--- config.mk ---
export PLATFORM = sky130hd
export DESIGN_NAME = burst_col_seq
export DESIGN_NICKNAME = d
export VERILOG_FILES = /design/src/rtl/bcs_pkg.sv /design/src/rtl/bcs_req_decode.sv /design/src/rtl/bcs_burst_ctrl.sv /design/src/rtl/bcs_beat_gen.sv /design/src/rtl/burst_col_seq.sv
export SDC_FILE = /design/constraint.sdc
export NUM_CORES = 1
export LEC_CHECK = 0
export BUFFER_PORTS_ARGS = -buffer_cell sky130_fd_sc_hd__buf_2
export CELL_PAD_IN_SITES_DETAIL_PLACEMENT = 0
export CELL_PAD_IN_SITES_GLOBAL_PLACEMENT = 2
export CORE_UTILIZATION = 27
export CTS_CLUSTER_DIAMETER = 100
export DETAILED_ROUTE_END_ITERATION = 7
export PLACE_DENSITY_LB_ADDON = 0.15
export SYNTH_ARGS = -nofsm -noshare
export SYNTH_HDL_FRONTEND = slang
export SYNTH_SLANG_ARGS = --single-unit
--- constraint.sdc ---
create_clock -name clk -period 4.7 [get_ports clk]
set_input_delay 0.94 -clock clk [delete_from_list [all_inputs] [get_ports clk]]
set_output_delay 0.94 -clock clk [all_outputs]
set_load 0.01 [all_outputs]
--- src/rtl/bcs_pkg.sv ---
package bcs_pkg;

    localparam int OFF_W         = 3;
    localparam int BEATS_PER_CLK = 2;
    localparam int PAIR_W        = 2;

    typedef enum logic [2:0] {
        BLC_FOUR  = 3'b010,
        BLC_EIGHT = 3'b011
    } blen_code_e;

    typedef enum logic {
        ORD_SEQ = 1'b0,
        ORD_ILV = 1'b1
    } order_e;

    typedef struct packed {
        logic             bl8;
        order_e           order;
        logic [OFF_W-1:0] off;
    } burst_cfg_t;

    function automatic logic [OFF_W-1:0] beat_offset(input burst_cfg_t c,
                                                     input logic [OFF_W-1:0] k);
        logic [OFF_W-1:0] sum;
        logic [OFF_W-1:0] flip;
        sum  = c.off + k;
        flip = c.off ^ k;
        if (c.bl8)
            return (c.order == ORD_ILV) ? flip : sum;
        else
            return {c.off[2], (c.order == ORD_ILV) ? flip[1:0] : sum[1:0]};
    endfunction

endpackage

--- src/rtl/bcs_req_decode.sv ---
module bcs_req_decode
    import bcs_pkg::*;
#(
    parameter int COL_W = 10,
    localparam int UP_W = COL_W - OFF_W
) (
    input  logic             start_i,
    input  logic [COL_W-1:0] start_col_i,
    input  logic [2:0]       blen_code_i,
    input  logic             order_i,
    output logic             req_ok_o,
    output burst_cfg_t       cfg_o,
    output logic [UP_W-1:0]  upper_o
);
    logic code_four;
    logic code_eight;

    always_comb begin
        code_four  = (blen_code_i == BLC_FOUR);
        code_eight = (blen_code_i == BLC_EIGHT);
        req_ok_o   = start_i && (code_four || code_eight);
        cfg_o.bl8  = code_eight;
        cfg_o.order = order_e'(order_i);
        cfg_o.off  = start_col_i[OFF_W-1:0];
        upper_o    = start_col_i[COL_W-1:OFF_W];
    end
endmodule

--- src/rtl/bcs_burst_ctrl.sv ---
module bcs_burst_ctrl
    import bcs_pkg::*;
#(
    parameter int UP_W = 7
) (
    input  logic              clk,
    input  logic              rst,
    input  logic              req_ok_i,
    input  burst_cfg_t        cfg_i,
    input  logic [UP_W-1:0]   upper_i,
    input  logic              chop_i,
    output logic              active_o,
    output burst_cfg_t        cfg_o,
    output logic [UP_W-1:0]   upper_o,
    output logic [PAIR_W-1:0] pair_o,
    output logic              last_o
);
    logic              active_q;
    burst_cfg_t        cfg_q;
    logic [UP_W-1:0]   upper_q;
    logic [PAIR_W-1:0] pair_q;
    logic              cut_q;
    logic [PAIR_W-1:0] final_pair;
    logic              last;
    logic              accept;

    always_comb begin
        final_pair = (cfg_q.bl8 && !cut_q) ? PAIR_W'(3) : PAIR_W'(1);
        last       = active_q && (pair_q == final_pair);
        accept     = req_ok_i && (!active_q || last);
    end

    always_ff @(posedge clk) begin
        if (rst) begin
            active_q <= 1'b0;
            cfg_q    <= '0;
            upper_q  <= '0;
            pair_q   <= '0;
            cut_q    <= 1'b0;
        end else if (accept) begin
            active_q <= 1'b1;
            cfg_q    <= cfg_i;
            upper_q  <= upper_i;
            pair_q   <= '0;
            cut_q    <= chop_i && cfg_i.bl8;
        end else if (active_q) begin
            if (last) begin
                active_q <= 1'b0;
                cut_q    <= 1'b0;
            end else begin
                pair_q <= pair_q + PAIR_W'(1);
                if (chop_i && cfg_q.bl8 && (pair_q == '0))
                    cut_q <= 1'b1;
            end
        end
    end

    assign active_o = active_q;
    assign cfg_o    = cfg_q;
    assign upper_o  = upper_q;
    assign pair_o   = pair_q;
    assign last_o   = last;
endmodule

--- src/rtl/bcs_beat_gen.sv ---
module bcs_beat_gen
    import bcs_pkg::*;
#(
    parameter int COL_W = 10,
    localparam int UP_W = COL_W - OFF_W
) (
    input  logic                                active_i,
    input  burst_cfg_t                          cfg_i,
    input  logic [UP_W-1:0]                     upper_i,
    input  logic [PAIR_W-1:0]                   pair_i,
    output logic [BEATS_PER_CLK-1:0][COL_W-1:0] col_o
);
    for (genvar ln = 0; ln < BEATS_PER_CLK; ln++) begin : g_lane
        logic [OFF_W-1:0] beat_k;
        logic [OFF_W-1:0] off;
        always_comb begin
            beat_k = {pair_i, 1'(ln)};
            off    = beat_offset(cfg_i, beat_k);
            col_o[ln] = active_i ? {upper_i, off} : '0;
        end
    end
endmodule

--- src/rtl/burst_col_seq.sv ---
module burst_col_seq
    import bcs_pkg::*;
#(
    parameter int COL_W = 10
) (
    input  logic             clk,
    input  logic             rst,
    input  logic             start_i,
    input  logic [COL_W-1:0] start_col_i,
    input  logic [2:0]       blen_code_i,
    input  logic             order_i,
    input  logic             chop_i,
    output logic             beat_vld_o,
    output logic [COL_W-1:0] col_even_o,
    output logic [COL_W-1:0] col_odd_o,
    output logic             beat_last_o
);
    localparam int UP_W = COL_W - OFF_W;

    logic                                req_ok;
    burst_cfg_t                          req_cfg;
    logic [UP_W-1:0]                     req_upper;
    logic                                act;
    burst_cfg_t                          cur_cfg;
    logic [UP_W-1:0]                     cur_upper;
    logic [PAIR_W-1:0]                   cur_pair;
    logic                                cur_last;
    logic [BEATS_PER_CLK-1:0][COL_W-1:0] lanes;

    bcs_req_decode #(.COL_W(COL_W)) u_dec (
        .start_i     (start_i),
        .start_col_i (start_col_i),
        .blen_code_i (blen_code_i),
        .order_i     (order_i),
        .req_ok_o    (req_ok),
        .cfg_o       (req_cfg),
        .upper_o     (req_upper)
    );

    bcs_burst_ctrl #(.UP_W(UP_W)) u_ctrl (
        .clk      (clk),
        .rst      (rst),
        .req_ok_i (req_ok),
        .cfg_i    (req_cfg),
        .upper_i  (req_upper),
        .chop_i   (chop_i),
        .active_o (act),
        .cfg_o    (cur_cfg),
        .upper_o  (cur_upper),
        .pair_o   (cur_pair),
        .last_o   (cur_last)
    );

    bcs_beat_gen #(.COL_W(COL_W)) u_gen (
        .active_i (act),
        .cfg_i    (cur_cfg),
        .upper_i  (cur_upper),
        .pair_i   (cur_pair),
        .col_o    (lanes)
    );

    assign beat_vld_o  = act;
    assign beat_last_o = cur_last;
    assign col_even_o  = lanes[0];
    assign col_odd_o   = lanes[1];
endmodule

==> impl_metrics.env <==
export IMPL_synthFlopType="dfxtp_1"
export IMPL_track_usage_pct=14.52
export IMPL_synth_yosys_warnings=0
export IMPL_die_y_um=61.23
export IMPL_grt_pass1_vias=833
export IMPL_avgSynthCellArea_sq_um=7.893
export IMPL_synth_common_cells="16 x a21oi_1, 16 x dfxtp_1, 15 x nand3_1"
export IMPL_crit_type="reg2out"
export IMPL_synthTopCellsByArea="dfxtp_1 34%, a21oi_1 8.5%, nand3_1 7.9%"
export IMPL_worst_slack_ns=1.975
export IMPL_place_ws_ns=2.298
export IMPL_tightest_slew_ns=0.7823
export IMPL_grt_ovfl_total=0
export IMPL_die_area_sq_um=3749
export IMPL_arrival_ns=1.79
export IMPL_cap_violations=0
export IMPL_cts_tree="yes"
export IMPL_core_area_sq_um=3337
export IMPL_ant_nets=0
export IMPL_gp_congestion=0.7425
export IMPL_slew_violations=0
export IMPL_synth_cell_types=29
export IMPL_postPlaceCellArea_sq_um=1105
export IMPL_cp_max_fo=5
export IMPL_rows=21
export IMPL_hold_viol_final=0
export IMPL_clockBufferDepth=2
export IMPL_hpwl_um=1628
export IMPL_rrSetupSlack_ns=3.01
export IMPL_drive_gt1_share_pct=31.29
export IMPL_io_buffers=39
export IMPL_fin_worst_skew_ns=0.004723
export IMPL_cts_resized=0
export IMPL_power_density_nw_per_um2=226.9
export IMPL_finalPower_w=0.0002558
export IMPL_fin_tns_setup_ns=0
export IMPL_outcome="complete, no violations"
export IMPL_synth_enable_flop_cells=0
export IMPL_antenna_found_initial=0
export IMPL_drtIter0Drc=12
export IMPL_netlist_instances=120
export IMPL_cts_sinks=16
export IMPL_drtPass1Iterations=4
export IMPL_io_pins=40
export IMPL_routed_via_count=900
export IMPL_root_buffer="clkbuf_4"
export IMPL_initial_core_util_pct=28.38
export IMPL_setup_violations=0
export IMPL_clk_latency_ns=0.28
export IMPL_max_freq_ghz=0.3670
export IMPL_drc=0
export IMPL_start_kind="flip-flop"
export IMPL_numCtsBuffers=3
export IMPL_ys_seq_elements=16
export IMPL_diodes=0
export IMPL_clk_pin_slew_ns=0.09
export IMPL_worstHoldPathType="reg2reg"
export IMPL_slew_headroom_pct=47.69
export IMPL_htreeDepth=1
export IMPL_synth_top_area_cell="dfxtp_1"
export IMPL_synth_async_sr_flop_share_pct=0
export IMPL_die_x_um=61.23
export IMPL_critPathRequiredTime_ns=3.76
export IMPL_syn_nets=141
export IMPL_end_kind="output port"
export IMPL_netlist_area_sq_um=947.2
export IMPL_rsz0062_at_grt="no"
export IMPL_leakage_nw=0.4962
export IMPL_final_area_sq_um=1127
export IMPL_grt_max_degree=18
export IMPL_ctsHoldBuffers=0
export IMPL_wirelength_um=2397
export IMPL_area_delta_synth_final_pct=19.02
export IMPL_post_route_min_period_ns=2.725
export IMPL_cts_setup_buffers=0
export IMPL_grt_pass1_wl_um=3919
export IMPL_vias_per_cell=4.663
export IMPL_yosys_area_top_type_share_pct=33.82
export IMPL_avgRoutedWirePerCell_um=12.42
export IMPL_layout_nets=170
export IMPL_seq_area_frac_synth_pct=33.82
export IMPL_fin_crit_sh_pct=57.98
export IMPL_ir_drop_mv=0.1106
## stage by stage
stage                     utilization [%]  std cells  hold slack, ns
after floorplan                         -        120          0.4489
after global placement              33.11        190          0.4590
after detailed placement            33.11        190          0.4616
after CTS                           33.78        193          0.4749
after global routing                33.78        193          0.5134
final                               33.78        193          0.4722
## report_power, final
| group | leakage [nW] | total (W) | internal, W | switching [W] |
|---|---|---|---|---|
| logic | 0.352 | 0.0000384 | 0.0000160 | 0.0000224 |
| registers | 0.130 | 0.000147 | 0.000141 | 0.00000607 |
| clock network | 0.0138 | 0.0000706 | 0.0000297 | 0.0000410 |
## logic make-up after synthesis
family,after synthesis,synth area share (%)
AND/OR/NAND/NOR,42,24.31
AO/OA/AOI/OAI,34,20.74
buffers and inverters,21,12.42
flip-flops,16,33.82
adder cells (fa/ha/maj),3,4.755
XOR/XNOR,2,1.850
multiplexers,2,2.114
## cells in the final DEF (no fill, tap or decap), types with 2 or more instances in the layout
master,n
dfxtp_1,16
and2_1,9
o21ai_0,4
o21ai_1,9
nor2_1,6
nand3_1,15
inv_1,6
clkbuf_4,3
mux2i_1,2
buf_2,39
xnor2_1,2
nand2b_1,2
nand2_1,5
a21oi_1,16
ha_1,2
## flip-flops by register name, indices dropped and copies added (netlist names)
register and flops:
u_ctrl.upper_o 7, u_ctrl.active_o 1, u_ctrl.pair_o 2, u_ctrl.cut_q 1, u_ctrl.cfg_o 5
## worst paths after layout
check | startpoint | to | cells after the start
max | u_ctrl.pair_o[0] | col_odd_o[2] | 7
min | u_ctrl.upper_o[0] | u_ctrl.upper_o[0] | 2
max reg2reg | u_ctrl.active_o | u_ctrl.cut_q | 2
min reg2reg | u_ctrl.upper_o[0] | u_ctrl.upper_o[0] | 2
## per-layer routing
| metal | GRT usage, % | vias up | wire length [um] |
|---|---|---|---|
| met5 | 0 | - | 0 |
| met4 | 4.221 | 0 | 17 |
| met3 | 2.521 | 2 | 75 |
| met2 | 24.53 | 19 | 1150 |
| met1 | 18.93 | 421 | 1154 |
| li1 | - | 458 | - |
## critical path: stages, from the launching register on
cell	delay, ns
dfxtp_1	0.41
inv_1	0.11
fa_1	0.38
nor2_1	0.12
xnor2_1	0.13
nand2_1	0.08
mux2i_1	0.14
buf_2	0.14
## final cells by class
cell class	instances	area [sq um]
clock buffer	3	22.52
fill	400	2210
multi-input combinational	83	509.2
timing repair buffer	39	195.2
tap	46	57.56
sequential	16	320.3
inverter	6	22.52
(Power assumes the default switching activity.)
